### src/rtl/gpio_irq_pkg.sv
package gpio_irq_pkg;

    // Per-pin trigger selection; encodings are visible to software
    typedef enum logic [1:0] {
        TRIG_LVL_LOW  = 2'd0,
        TRIG_LVL_HIGH = 2'd1,
        TRIG_RISE     = 2'd2,
        TRIG_FALL     = 2'd3
    } trig_e;

    // Register slot, taken from byte offset bits [4:2]
    typedef enum logic [2:0] {
        REG_DATA   = 3'd0,
        REG_DIR    = 3'd1,
        REG_PADS   = 3'd2,
        REG_CFG_LO = 3'd3,
        REG_CFG_HI = 3'd4,
        REG_MASK   = 3'd5,
        REG_STAT   = 3'd6,
        REG_NONE   = 3'd7
    } reg_e;

    typedef struct packed {
        logic wr;
        logic rd;
        reg_e slot;
    } bus_op_t;

    function automatic reg_e word_select(input logic in_map, input logic [2:0] slot);
        if (!in_map) begin
            return REG_NONE;
        end
        return reg_e'(slot);
    endfunction

    function automatic logic trig_fires(input trig_e code, input logic now, input logic was);
        logic r;
        case (code)
            TRIG_LVL_LOW:  r = ~now;
            TRIG_LVL_HIGH: r = now;
            TRIG_RISE:     r = now & ~was;
            TRIG_FALL:     r = ~now & was;
            default:       r = 1'b0;
        endcase
        return r;
    endfunction

endpackage

### src/rtl/gpio_irq_sync.sv
module gpio_irq_sync #(
    parameter int W      = 32,
    parameter int STAGES = 2
) (
    input  logic         clk,
    input  logic         rst,
    input  logic [W-1:0] raw,
    output logic [W-1:0] level,
    output logic [W-1:0] level_d
);

    logic [W-1:0] stage [STAGES];

    for (genvar g = 0; g < STAGES; g++) begin : g_stage
        logic [W-1:0] d_in;
        if (g == 0) begin : g_first
            assign d_in = raw;
        end else begin : g_rest
            assign d_in = stage[g-1];
        end
        always_ff @(posedge clk) begin
            if (rst) begin
                stage[g] <= '0;
            end else begin
                stage[g] <= d_in;
            end
        end
    end

    // one extra sample of history for edge detection
    always_ff @(posedge clk) begin
        if (rst) begin
            level_d <= '0;
        end else begin
            level_d <= stage[STAGES-1];
        end
    end

    assign level = stage[STAGES-1];

endmodule

### src/rtl/gpio_irq_detect.sv
module gpio_irq_detect
    import gpio_irq_pkg::*;
#(
    parameter int NPINS = 32
) (
    input  logic [NPINS-1:0] level,
    input  logic [NPINS-1:0] level_d,
    input  logic [NPINS-1:0] cfg_lo,
    input  logic [NPINS-1:0] cfg_hi,
    output logic [NPINS-1:0] hit
);

    localparam int HALF = NPINS / 2;

    for (genvar p = 0; p < NPINS; p++) begin : g_pin
        trig_e code;
        if (p < HALF) begin : g_low_word
            assign code = trig_e'(cfg_lo[2*p +: 2]);
        end else begin : g_high_word
            assign code = trig_e'(cfg_hi[2*(p-HALF) +: 2]);
        end
        assign hit[p] = trig_fires(code, level[p], level_d[p]);
    end

endmodule

### src/rtl/gpio_irq_regs.sv
module gpio_irq_regs
    import gpio_irq_pkg::*;
#(
    parameter int NPINS  = 32,
    parameter int ADDR_W = 5
) (
    input  logic              clk,
    input  logic              rst,
    input  logic              bus_sel,
    input  logic              bus_wr,
    input  logic [ADDR_W-1:0] bus_addr,
    input  logic [NPINS-1:0]  bus_wdata,
    output logic [NPINS-1:0]  bus_rdata,
    input  logic [NPINS-1:0]  pad_level,
    input  logic [NPINS-1:0]  hit,
    output logic [NPINS-1:0]  data_q,
    output logic [NPINS-1:0]  dir_q,
    output logic [NPINS-1:0]  cfg_lo_q,
    output logic [NPINS-1:0]  cfg_hi_q,
    output logic [NPINS-1:0]  mask_q,
    output logic [NPINS-1:0]  stat_q
);

    localparam int MAP_BITS = 5;

    logic            in_map;
    bus_op_t         op;
    logic [NPINS-1:0] clr_vec;

    assign in_map = ((bus_addr >> MAP_BITS) == '0) && (bus_addr[1:0] == 2'b00);

    always_comb begin
        op.wr   = bus_sel & bus_wr;
        op.rd   = bus_sel & ~bus_wr;
        op.slot = word_select(in_map, bus_addr[4:2]);
    end

    assign clr_vec = (op.wr && op.slot == REG_STAT) ? bus_wdata : '0;

    always_ff @(posedge clk) begin
        if (rst) begin
            data_q   <= '0;
            dir_q    <= '0;
            cfg_lo_q <= '0;
            cfg_hi_q <= '0;
            mask_q   <= '0;
        end else if (op.wr) begin
            case (op.slot)
                REG_DATA:   data_q   <= bus_wdata;
                REG_DIR:    dir_q    <= bus_wdata;
                REG_CFG_LO: cfg_lo_q <= bus_wdata;
                REG_CFG_HI: cfg_hi_q <= bus_wdata;
                REG_MASK:   mask_q   <= bus_wdata;
                default:    ;
            endcase
        end
    end

    // sticky status: detection has priority over a clearing write
    always_ff @(posedge clk) begin
        if (rst) begin
            stat_q <= '0;
        end else begin
            stat_q <= (stat_q & ~clr_vec) | hit;
        end
    end

    always_comb begin
        bus_rdata = '0;
        if (op.rd) begin
            case (op.slot)
                REG_DATA:   bus_rdata = data_q;
                REG_DIR:    bus_rdata = dir_q;
                REG_PADS:   bus_rdata = pad_level;
                REG_CFG_LO: bus_rdata = cfg_lo_q;
                REG_CFG_HI: bus_rdata = cfg_hi_q;
                REG_MASK:   bus_rdata = mask_q;
                REG_STAT:   bus_rdata = stat_q;
                default:    bus_rdata = '0;
            endcase
        end
    end

endmodule

### src/rtl/gpio_irq_port.sv
module gpio_irq_port
    import gpio_irq_pkg::*;
#(
    parameter int NPINS  = 32,
    parameter int ADDR_W = 5
) (
    input  logic              clk,
    input  logic              rst,
    input  logic              bus_sel,
    input  logic              bus_wr,
    input  logic [ADDR_W-1:0] bus_addr,
    input  logic [NPINS-1:0]  bus_wdata,
    output logic [NPINS-1:0]  bus_rdata,
    input  logic [NPINS-1:0]  pad_in,
    output logic [NPINS-1:0]  pad_out,
    output logic [NPINS-1:0]  pad_oe,
    output logic              irq_lo,
    output logic              irq_hi
);

    localparam int HALF      = NPINS / 2;
    localparam int SYNC_DEPTH = 2;

    logic [NPINS-1:0] pad_level;
    logic [NPINS-1:0] pad_level_d;
    logic [NPINS-1:0] hit;
    logic [NPINS-1:0] data_q;
    logic [NPINS-1:0] dir_q;
    logic [NPINS-1:0] cfg_lo_q;
    logic [NPINS-1:0] cfg_hi_q;
    logic [NPINS-1:0] mask_q;
    logic [NPINS-1:0] stat_q;
    logic [NPINS-1:0] pend;

    gpio_irq_sync #(
        .W      (NPINS),
        .STAGES (SYNC_DEPTH)
    ) u_sync (
        .clk     (clk),
        .rst     (rst),
        .raw     (pad_in),
        .level   (pad_level),
        .level_d (pad_level_d)
    );

    gpio_irq_detect #(
        .NPINS (NPINS)
    ) u_detect (
        .level   (pad_level),
        .level_d (pad_level_d),
        .cfg_lo  (cfg_lo_q),
        .cfg_hi  (cfg_hi_q),
        .hit     (hit)
    );

    gpio_irq_regs #(
        .NPINS  (NPINS),
        .ADDR_W (ADDR_W)
    ) u_regs (
        .clk       (clk),
        .rst       (rst),
        .bus_sel   (bus_sel),
        .bus_wr    (bus_wr),
        .bus_addr  (bus_addr),
        .bus_wdata (bus_wdata),
        .bus_rdata (bus_rdata),
        .pad_level (pad_level),
        .hit       (hit),
        .data_q    (data_q),
        .dir_q     (dir_q),
        .cfg_lo_q  (cfg_lo_q),
        .cfg_hi_q  (cfg_hi_q),
        .mask_q    (mask_q),
        .stat_q    (stat_q)
    );

    assign pad_out = data_q;
    assign pad_oe  = dir_q;
    assign pend    = stat_q & mask_q;
    assign irq_lo  = |pend[HALF-1:0];
    assign irq_hi  = |pend[NPINS-1:HALF];

endmodule

### config.mk
export PLATFORM = sky130hd
export DESIGN_NAME = gpio_irq_port
export DESIGN_NICKNAME = d
export VERILOG_FILES = /design/src/rtl/gpio_irq_pkg.sv /design/src/rtl/gpio_irq_sync.sv /design/src/rtl/gpio_irq_detect.sv /design/src/rtl/gpio_irq_regs.sv /design/src/rtl/gpio_irq_port.sv
export SDC_FILE = /design/constraint.sdc
export NUM_CORES = 1
export LEC_CHECK = 0
export BUFFER_PORTS_ARGS = -buffer_cell sky130_fd_sc_hd__clkbuf_2
export CORE_MARGIN = 8
export CORE_UTILIZATION = 25
export CTS_CLUSTER_DIAMETER = 200
export DETAILED_ROUTE_END_ITERATION = 16
export SETUP_SLACK_MARGIN = 0.02
export SLEW_MARGIN = 25
export SYNTH_ARGS = -nofsm -noshare
export SYNTH_HDL_FRONTEND = slang
export SYNTH_SLANG_ARGS = --single-unit
export TNS_END_PERCENT = 1
### constraint.sdc
create_clock -name clk -period 3 [get_ports clk]
set_clock_uncertainty 0.1 [all_clocks]
set_input_delay 0.15 -clock clk [delete_from_list [all_inputs] [get_ports clk]]
set_output_delay 0.15 -clock clk [all_outputs]
set_load 0.03 [all_outputs]
==> flow_metrics.env, run 1 <==
export IMPL_remaining_drc_errors=0
export IMPL_timing_final_crit_period_ps=2420
export IMPL_dr_first_iter_drc_count=983
export IMPL_latest_clock_arrival_within_the_worst_skew_pair_ps=570
export IMPL_p_per_area_nw_per_um2=536
export IMPL_initial_core_utilization_pct=25.2
export IMPL_number_of_cells_after_detailed_placement=2217
export IMPL_numClockSinks=288
export IMPL_layout_cell_area_non_filler_um2=15700
export IMPL_layout_cells_most_common_list="324 x sky130_fd_sc_hd__nand2_1, 288 x sky130_fd_sc_hd__dfxtp_1, 224 x sky130_fd_sc_hd__a21oi_1"
export IMPL_max_cap_violations=0
export IMPL_placed_cell_area_um2=13800
export IMPL_cts_tree="done"
export IMPL_setup_violations=0
export IMPL_netlist_cell_type_count=35
export IMPL_gpl_final_weighted_congestion=0.851
export IMPL_place_detailed_hpwl_mm=33.7
export IMPL_met1_length_mm=19.8
export IMPL_final_max_slew_violation_count=0
export IMPL_design_die_area_um2=56200
export IMPL_postSynthCellCount=1487
export IMPL_drive_above_1_share_pct=17.2
export IMPL_pin_count_of_the_biggest_net_entering_global_routing=111
export IMPL_required_ps=2750
export IMPL_die_height_um=237
export IMPL_max_clock_freq_ghz=0.413
export IMPL_placement_io_buffers=170
export IMPL_worstRegToRegCells=4
export IMPL_ant_nets=0
export IMPL_hp_class="in -> reg"
export IMPL_tightestPinTransition_ps=565
export IMPL_routed_wire_length_per_instance_um=20.0
export IMPL_cts_buffer_depth=3
export IMPL_die_w_um=237
export IMPL_met2_wirelength_mm=22.3
export IMPL_syn_area_per_cell_um2=8.21
export IMPL_crit_path_category="in -> out"
export IMPL_antenna_violations_before_repair=2
export IMPL_synth_fp_nets=1560
export IMPL_vdd_ir_drop_worst_mv=0.399
export IMPL_floorplan_io_pins=171
export IMPL_hold_violations=0
export IMPL_vias_in_the_first_global_route=11456
export IMPL_grtUsageTotal_pct=16.1
export IMPL_critical_path_endpoint_type="output port"
export IMPL_global_route_overflow_total=0
export IMPL_biggest_fanout_along_the_worst_timing_path=25
export IMPL_fp_coreArea_um2=48500
export IMPL_drt_vias_per_instance=4.97
export IMPL_run_status="completed"
export IMPL_antennaDiodeCount=0
export IMPL_synth_ff_latch_count=288
export IMPL_cts_inserted_buffers=31
export IMPL_cp_data_arrival_time_ps=2170
export IMPL_detailroute_wirelength_met3_mm=3.59
export IMPL_layout_commonest_cell="sky130_fd_sc_hd__nand2_1"
export IMPL_maxSlewHeadroom_pct=61.9
export IMPL_ys_seq_area_share_pct=47.2
export IMPL_post_cts_repair_setup_buffers=0
export IMPL_design_final_nets=1787
export IMPL_p_leak_nw=5.70
export IMPL_flow_area_growth_from_synthesis_pct=28.6
export IMPL_post_synth_instance_area_um2=12200
export IMPL_fin_cells=2359
export IMPL_timing_final_crit_share_pct=80.7
export IMPL_grt_first_pass_wirelength_mm=71.0
export IMPL_clk_root_buffer_cell="sky130_fd_sc_hd__clkbuf_16"
export IMPL_final_wirelength_mm=47.3
export IMPL_vias=11733
export IMPL_grt_setup_unrepaired="no"
export IMPL_critPathLaunchType="input port"
export IMPL_fin_util_pct=32.4
export IMPL_std_cell_rows=81
export IMPL_whs_path_depth=3
export IMPL_sum_of_negative_setup_slack_ps=0
export IMPL_h_tree_lvl_count=1
export IMPL_path_clk_slew_ps=60
export IMPL_yosys_warnings=0
export IMPL_drt_pass1_iterations=5
export IMPL_top_signal_layer_used="met5"
## final cells by class
cell class,count,area [um^2]
multi-input combinational,1069,5940
sequential,288,5770
tap,622,778
clock buffer,40,850
timing repair buffer,292,2080
clock inverter,16,168
inverter,32,120
fill,5015,32800
## synth_stat cells
master                     number  share of area [%]
sky130_fd_sc_hd__nor3_1         3               0.12
sky130_fd_sc_hd__nor4b_1        1              0.072
sky130_fd_sc_hd__nor3_2         1              0.082
sky130_fd_sc_hd__or3b_2         2               0.14
sky130_fd_sc_hd__nor2_1        33                1.0
sky130_fd_sc_hd__and3_1         3               0.15
sky130_fd_sc_hd__xnor2_1        2               0.14
sky130_fd_sc_hd__nand4b_1       1              0.072
sky130_fd_sc_hd__nand3_1       36                1.5
sky130_fd_sc_hd__mux2_2        33                3.0
sky130_fd_sc_hd__buf_1          2              0.061
sky130_fd_sc_hd__nor4bb_1       1              0.082
sky130_fd_sc_hd__and2_0         1              0.051
sky130_fd_sc_hd__clkbuf_1      78                2.4
sky130_fd_sc_hd__inv_1         32               0.98
sky130_fd_sc_hd__a32oi_1        2               0.14
sky130_fd_sc_hd__nand3b_1      64                3.9
sky130_fd_sc_hd__a221oi_1      38                2.7
sky130_fd_sc_hd__mux2i_1       32                2.6
sky130_fd_sc_hd__nand4_1        2               0.10
sky130_fd_sc_hd__or4b_1         1              0.082
sky130_fd_sc_hd__or3_1          3               0.15
sky130_fd_sc_hd__a22oi_1       30                1.8
sky130_fd_sc_hd__a21oi_1      224                9.2
sky130_fd_sc_hd__a31oi_1        1              0.051
sky130_fd_sc_hd__a22o_1         8               0.57
sky130_fd_sc_hd__o21ai_0       95                3.9
sky130_fd_sc_hd__buf_2         14               0.57
sky130_fd_sc_hd__nor3b_2        1               0.10
sky130_fd_sc_hd__dfxtp_1      288                 47
sky130_fd_sc_hd__nand2b_1      30                1.5
sky130_fd_sc_hd__nand2_1      324                 10
sky130_fd_sc_hd__buf_6          4               0.37
sky130_fd_sc_hd__nor2b_1       96                4.9
sky130_fd_sc_hd__nor4b_2        1               0.12
## worst max-delay path, stage by stage
cell	delay [ps]
sky130_fd_sc_hd__clkbuf_2	190
sky130_fd_sc_hd__or4b_1	770
sky130_fd_sc_hd__buf_12	260
sky130_fd_sc_hd__nor2_1	130
sky130_fd_sc_hd__a221oi_1	60
sky130_fd_sc_hd__a21oi_1	300
sky130_fd_sc_hd__clkbuf_2	270
## sequential cells by signal, summed over array words and instances, names as in the netlist
signal	count
u_regs.dir_q	32
u_regs.stat_q	32
u_sync.level_d	32
u_regs.mask_q	32
u_regs.cfg_lo_q	32
u_regs.data_q	32
u_sync.stage	64
u_regs.cfg_hi_q	32
## layer usage
metal,vias up,global-route usage [%]
met4,4,5.71
met1,5620,19.9
met5,-,0
li1,5556,-
met3,99,3.50
met2,454,27.2
## power by group
| group | switching, mW | internal (mW) | total [mW] |
|---|---|---|---|
| clock network | 1.64 | 2.25 | 3.89 |
| registers | 0.0839 | 3.91 | 4.00 |
| logic | 0.301 | 0.236 | 0.537 |
| total | 2.02 | 6.40 | 8.42 |
## through the flow
step / setup slack (ps) / power [mW] / hold WS [ps]
after floorplan: 967 / 4.29 / 178
after global placement: 605 / 4.52 / 275
after detailed placement: 552 / 4.53 / 269
after CTS: 598 / 8.50 / 214
after global routing: 514 / 8.68 / 233
final: 578 / 8.42 / 241
## worst paths after layout
check | start | endpoint | slack, ps
worst max-delay path | bus_addr[2] | bus_rdata[28] | 580
worst min-delay path | pad_in[3] | u_sync.stage[0][3]$_SDFF_PP0_ | 240
worst max register to register | u_sync.stage[1][15]$_SDFF_PP0_ | u_regs.stat_q[15]$_SDFF_PP0_ | 1380
worst min register to register | u_sync.stage[0][2]$_SDFF_PP0_ | u_sync.stage[1][2]$_SDFF_PP0_ | 340
## cell families (layout without fill, tap and decap cells)
family          after synthesis  count (layout)  share of synthesized area [%]
compound gates              398             398                           18.4
xor+xnor                      2               2                          0.143
mux                          65              65                           5.67
simple gates                604             604                           24.2
flops                       288             288                           47.2
buf+inv                     130             380                           4.39
## timing repair
action                                 in CTS  in global routing
gates resized for setup                     0                  0
endpoints found under the hold margin     237                  0
hold buffers                               86                  0
(Power assumes the default switching activity.)
==> inputs of run 2 (changes only) <==
==> constraint.sdc (replaced) <==
create_clock -name clk -period 2.5 [get_ports clk]
set_clock_uncertainty 0.1 [all_clocks]
set_input_delay 0.125 -clock clk [delete_from_list [all_inputs] [get_ports clk]]
set_output_delay 0.125 -clock clk [all_outputs]
set_load 0.03 [all_outputs]
==> flow_metrics.env, run 2 (synthesized netlist as in run 1, its figures left out) <==
export IMPL_final_max_slew_violation_count=0
export IMPL_gpl_final_weighted_congestion=0.836
export IMPL_biggest_fanout_along_the_worst_timing_path=8
export IMPL_die_w_um=237
export IMPL_fp_coreArea_um2=48500
export IMPL_n_fill_cell=5035
export IMPL_initial_core_utilization_pct=25.2
export IMPL_hp_class="in -> reg"
export IMPL_maxSlewHeadroom_pct=54.0
export IMPL_cp_max_stage_cell="sky130_fd_sc_hd__or3_1"
export IMPL_routed_wire_length_per_instance_um=20.1
export IMPL_h_tree_lvl_count=2
export IMPL_drive_above_1_share_pct=17.5
export IMPL_cp_slowest_stage_delay_ps=510
export IMPL_global_route_overflow_total=0
export IMPL_layout_commonest_cell="sky130_fd_sc_hd__nand2_1"
export IMPL_p_int_mw=7.84
export IMPL_sum_of_negative_setup_slack_ps=0
export IMPL_seqPwrFrac_pct=46.5
export IMPL_post_cts_repair_setup_buffers=0
export IMPL_hold_violations=0
export IMPL_drt_vias_per_instance=4.98
export IMPL_postCtsHoldBufs=65
export IMPL_run_status="completed"
export IMPL_grtUsageTotal_pct=16.2
export IMPL_critical_path_endpoint_type="output port"
export IMPL_p_per_area_nw_per_um2=662
export IMPL_vdd_ir_drop_worst_mv=0.369
export IMPL_setup_violations=0
export IMPL_design_final_nets=1774
export IMPL_die_height_um=237
export IMPL_drt_pass1_iterations=5
export IMPL_cts_inserted_buffers=34
export IMPL_antenna_violations_before_repair=1
export IMPL_grt_setup_unrepaired="no"
export IMPL_critPathLaunchType="input port"
export IMPL_flow_area_growth_from_synthesis_pct=27.7
export IMPL_p_leak_nw=5.63
export IMPL_remaining_drc_errors=0
export IMPL_power_switching_mw=2.48
export IMPL_cts_buffer_depth=3
export IMPL_timing_final_crit_share_pct=87.9
export IMPL_post_cts_resize_count=0
export IMPL_numClockSinks=288
export IMPL_final_wirelength_mm=47.3
export IMPL_layout_cells_most_common_list="324 x sky130_fd_sc_hd__nand2_1, 288 x sky130_fd_sc_hd__dfxtp_1, 224 x sky130_fd_sc_hd__a21oi_1"
export IMPL_ant_nets=0
export IMPL_layout_cell_area_non_filler_um2=15600
export IMPL_flip_flop_count_of_the_largest_register_after_layout=64
export IMPL_top_register="u_sync.stage"
export IMPL_latest_clock_arrival_within_the_worst_skew_pair_ps=560
export IMPL_place_detailed_hpwl_mm=33.3
export IMPL_crit_path_category="in -> out"
export IMPL_path_common_cell="sky130_fd_sc_hd__clkbuf_2"
export IMPL_floorplan_io_pins=171
export IMPL_placement_io_buffers=170
export IMPL_critical_path_cell_list="clkbuf_2 -> or3_1 -> nor3_2 -> buf_4 -> a22oi_1 -> a21oi_1 -> clkbuf_2"
export IMPL_dr_first_iter_drc_count=1006
export IMPL_std_cell_rows=81
export IMPL_vias=11685
export IMPL_max_clock_freq_ghz=0.455
export IMPL_netSwitchingFraction_pct=24.1
export IMPL_max_cap_violations=0
export IMPL_grt_first_pass_wirelength_mm=70.9
export IMPL_placed_cell_area_um2=13900
export IMPL_clockPowerShare_pct=47.4
export IMPL_design_die_area_um2=56200
export IMPL_path_clk_slew_ps=50
export IMPL_cts_tree="done"
export IMPL_power_total_mw=10.3
export IMPL_cp_data_arrival_time_ps=1970
export IMPL_vias_in_the_first_global_route=11471
export IMPL_clk_root_buffer_cell="sky130_fd_sc_hd__clkbuf_16"
export IMPL_timing_final_crit_period_ps=2200
export IMPL_pin_count_of_the_biggest_net_entering_global_routing=85
export IMPL_tightestPinTransition_ps=684
export IMPL_required_ps=2280
export IMPL_combPwrFrac_pct=6.0
run 2: changes by cell type in the layout (fill, tap and decap cells not counted), sizes merged:
cell,delta
buf,+5
bufinv,-1
clkbuf,+8
clkinv,-5
diode,+1
dlygate4sd3,-21
run 2: final cells by class:
type	count	area [um^2]	share of cell area, %
Multi-Input combinational cell	1069	5940	38.1
Sequential cell	288	5770	37.0
Timing Repair Buffer	276	1910	12.2
Clock buffer	48	953	6.11
Tap cell	622	778	4.99
Clock inverter	10	124	0.794
Inverter	32	120	0.770
Antenna cell	1	2.50	0.0160
run 2: worst max-delay path, delay by kind of cell:
| kind | cells | cell delay, ps |
|---|---|---|
| compound gates | 2 | 370 |
| buf+inv | 3 | 660 |
| simple gates | 2 | 810 |
run 2: path summary, 6_finish.rpt:
kind,slack [ps],endpoint,cells past startpoint,from
worst min register to register,330,u_sync.stage[1][30]$_SDFF_PP0_,1,u_sync.stage[0][30]$_SDFF_PP0_
worst min-delay path,10,u_sync.stage[1][31]$_SDFF_PP0_,2,rst
worst max-delay path,300,bus_rdata[10],7,bus_addr[1]
worst max register to register,930,u_regs.stat_q[17]$_SDFF_PP0_,3,u_sync.stage[1][17]$_SDFF_PP0_
run 2: power groups by stage:
stage | Sequential, mW | Combinational (mW) | Clock, mW
2_1_floorplan | 4.86 | 0.296 | 0
3_3_place_gp | 4.89 | 0.529 | 0
3_5_place_dp | 4.90 | 0.539 | 0
4_1_cts | 4.80 | 0.624 | 5.01
5_1_grt | 4.81 | 0.676 | 5.18
6_report | 4.80 | 0.624 | 4.90
run 2: stage by stage:
step	hold WS, ps	setup WS [ps]	utilization (%)	cells
2_1_floorplan	153	517	-	1487
3_3_place_gp	246	336	28.6	2222
3_5_place_dp	237	296	28.6	2222
4_1_cts	2.25	277	32.1	2345
5_1_grt	38.4	223	32.1	2345
6_report	10.9	303	32.1	2346
run 2: routing by layer:
metal | track usage [%] | part of all wire [%] | vias up
met5 | 0 | 0.028 | -
met4 | 6.96 | 3.4 | 2
met3 | 3.80 | 7.8 | 89
met2 | 26.8 | 47 | 417
met1 | 20.0 | 42 | 5640
li1 | - | - | 5537
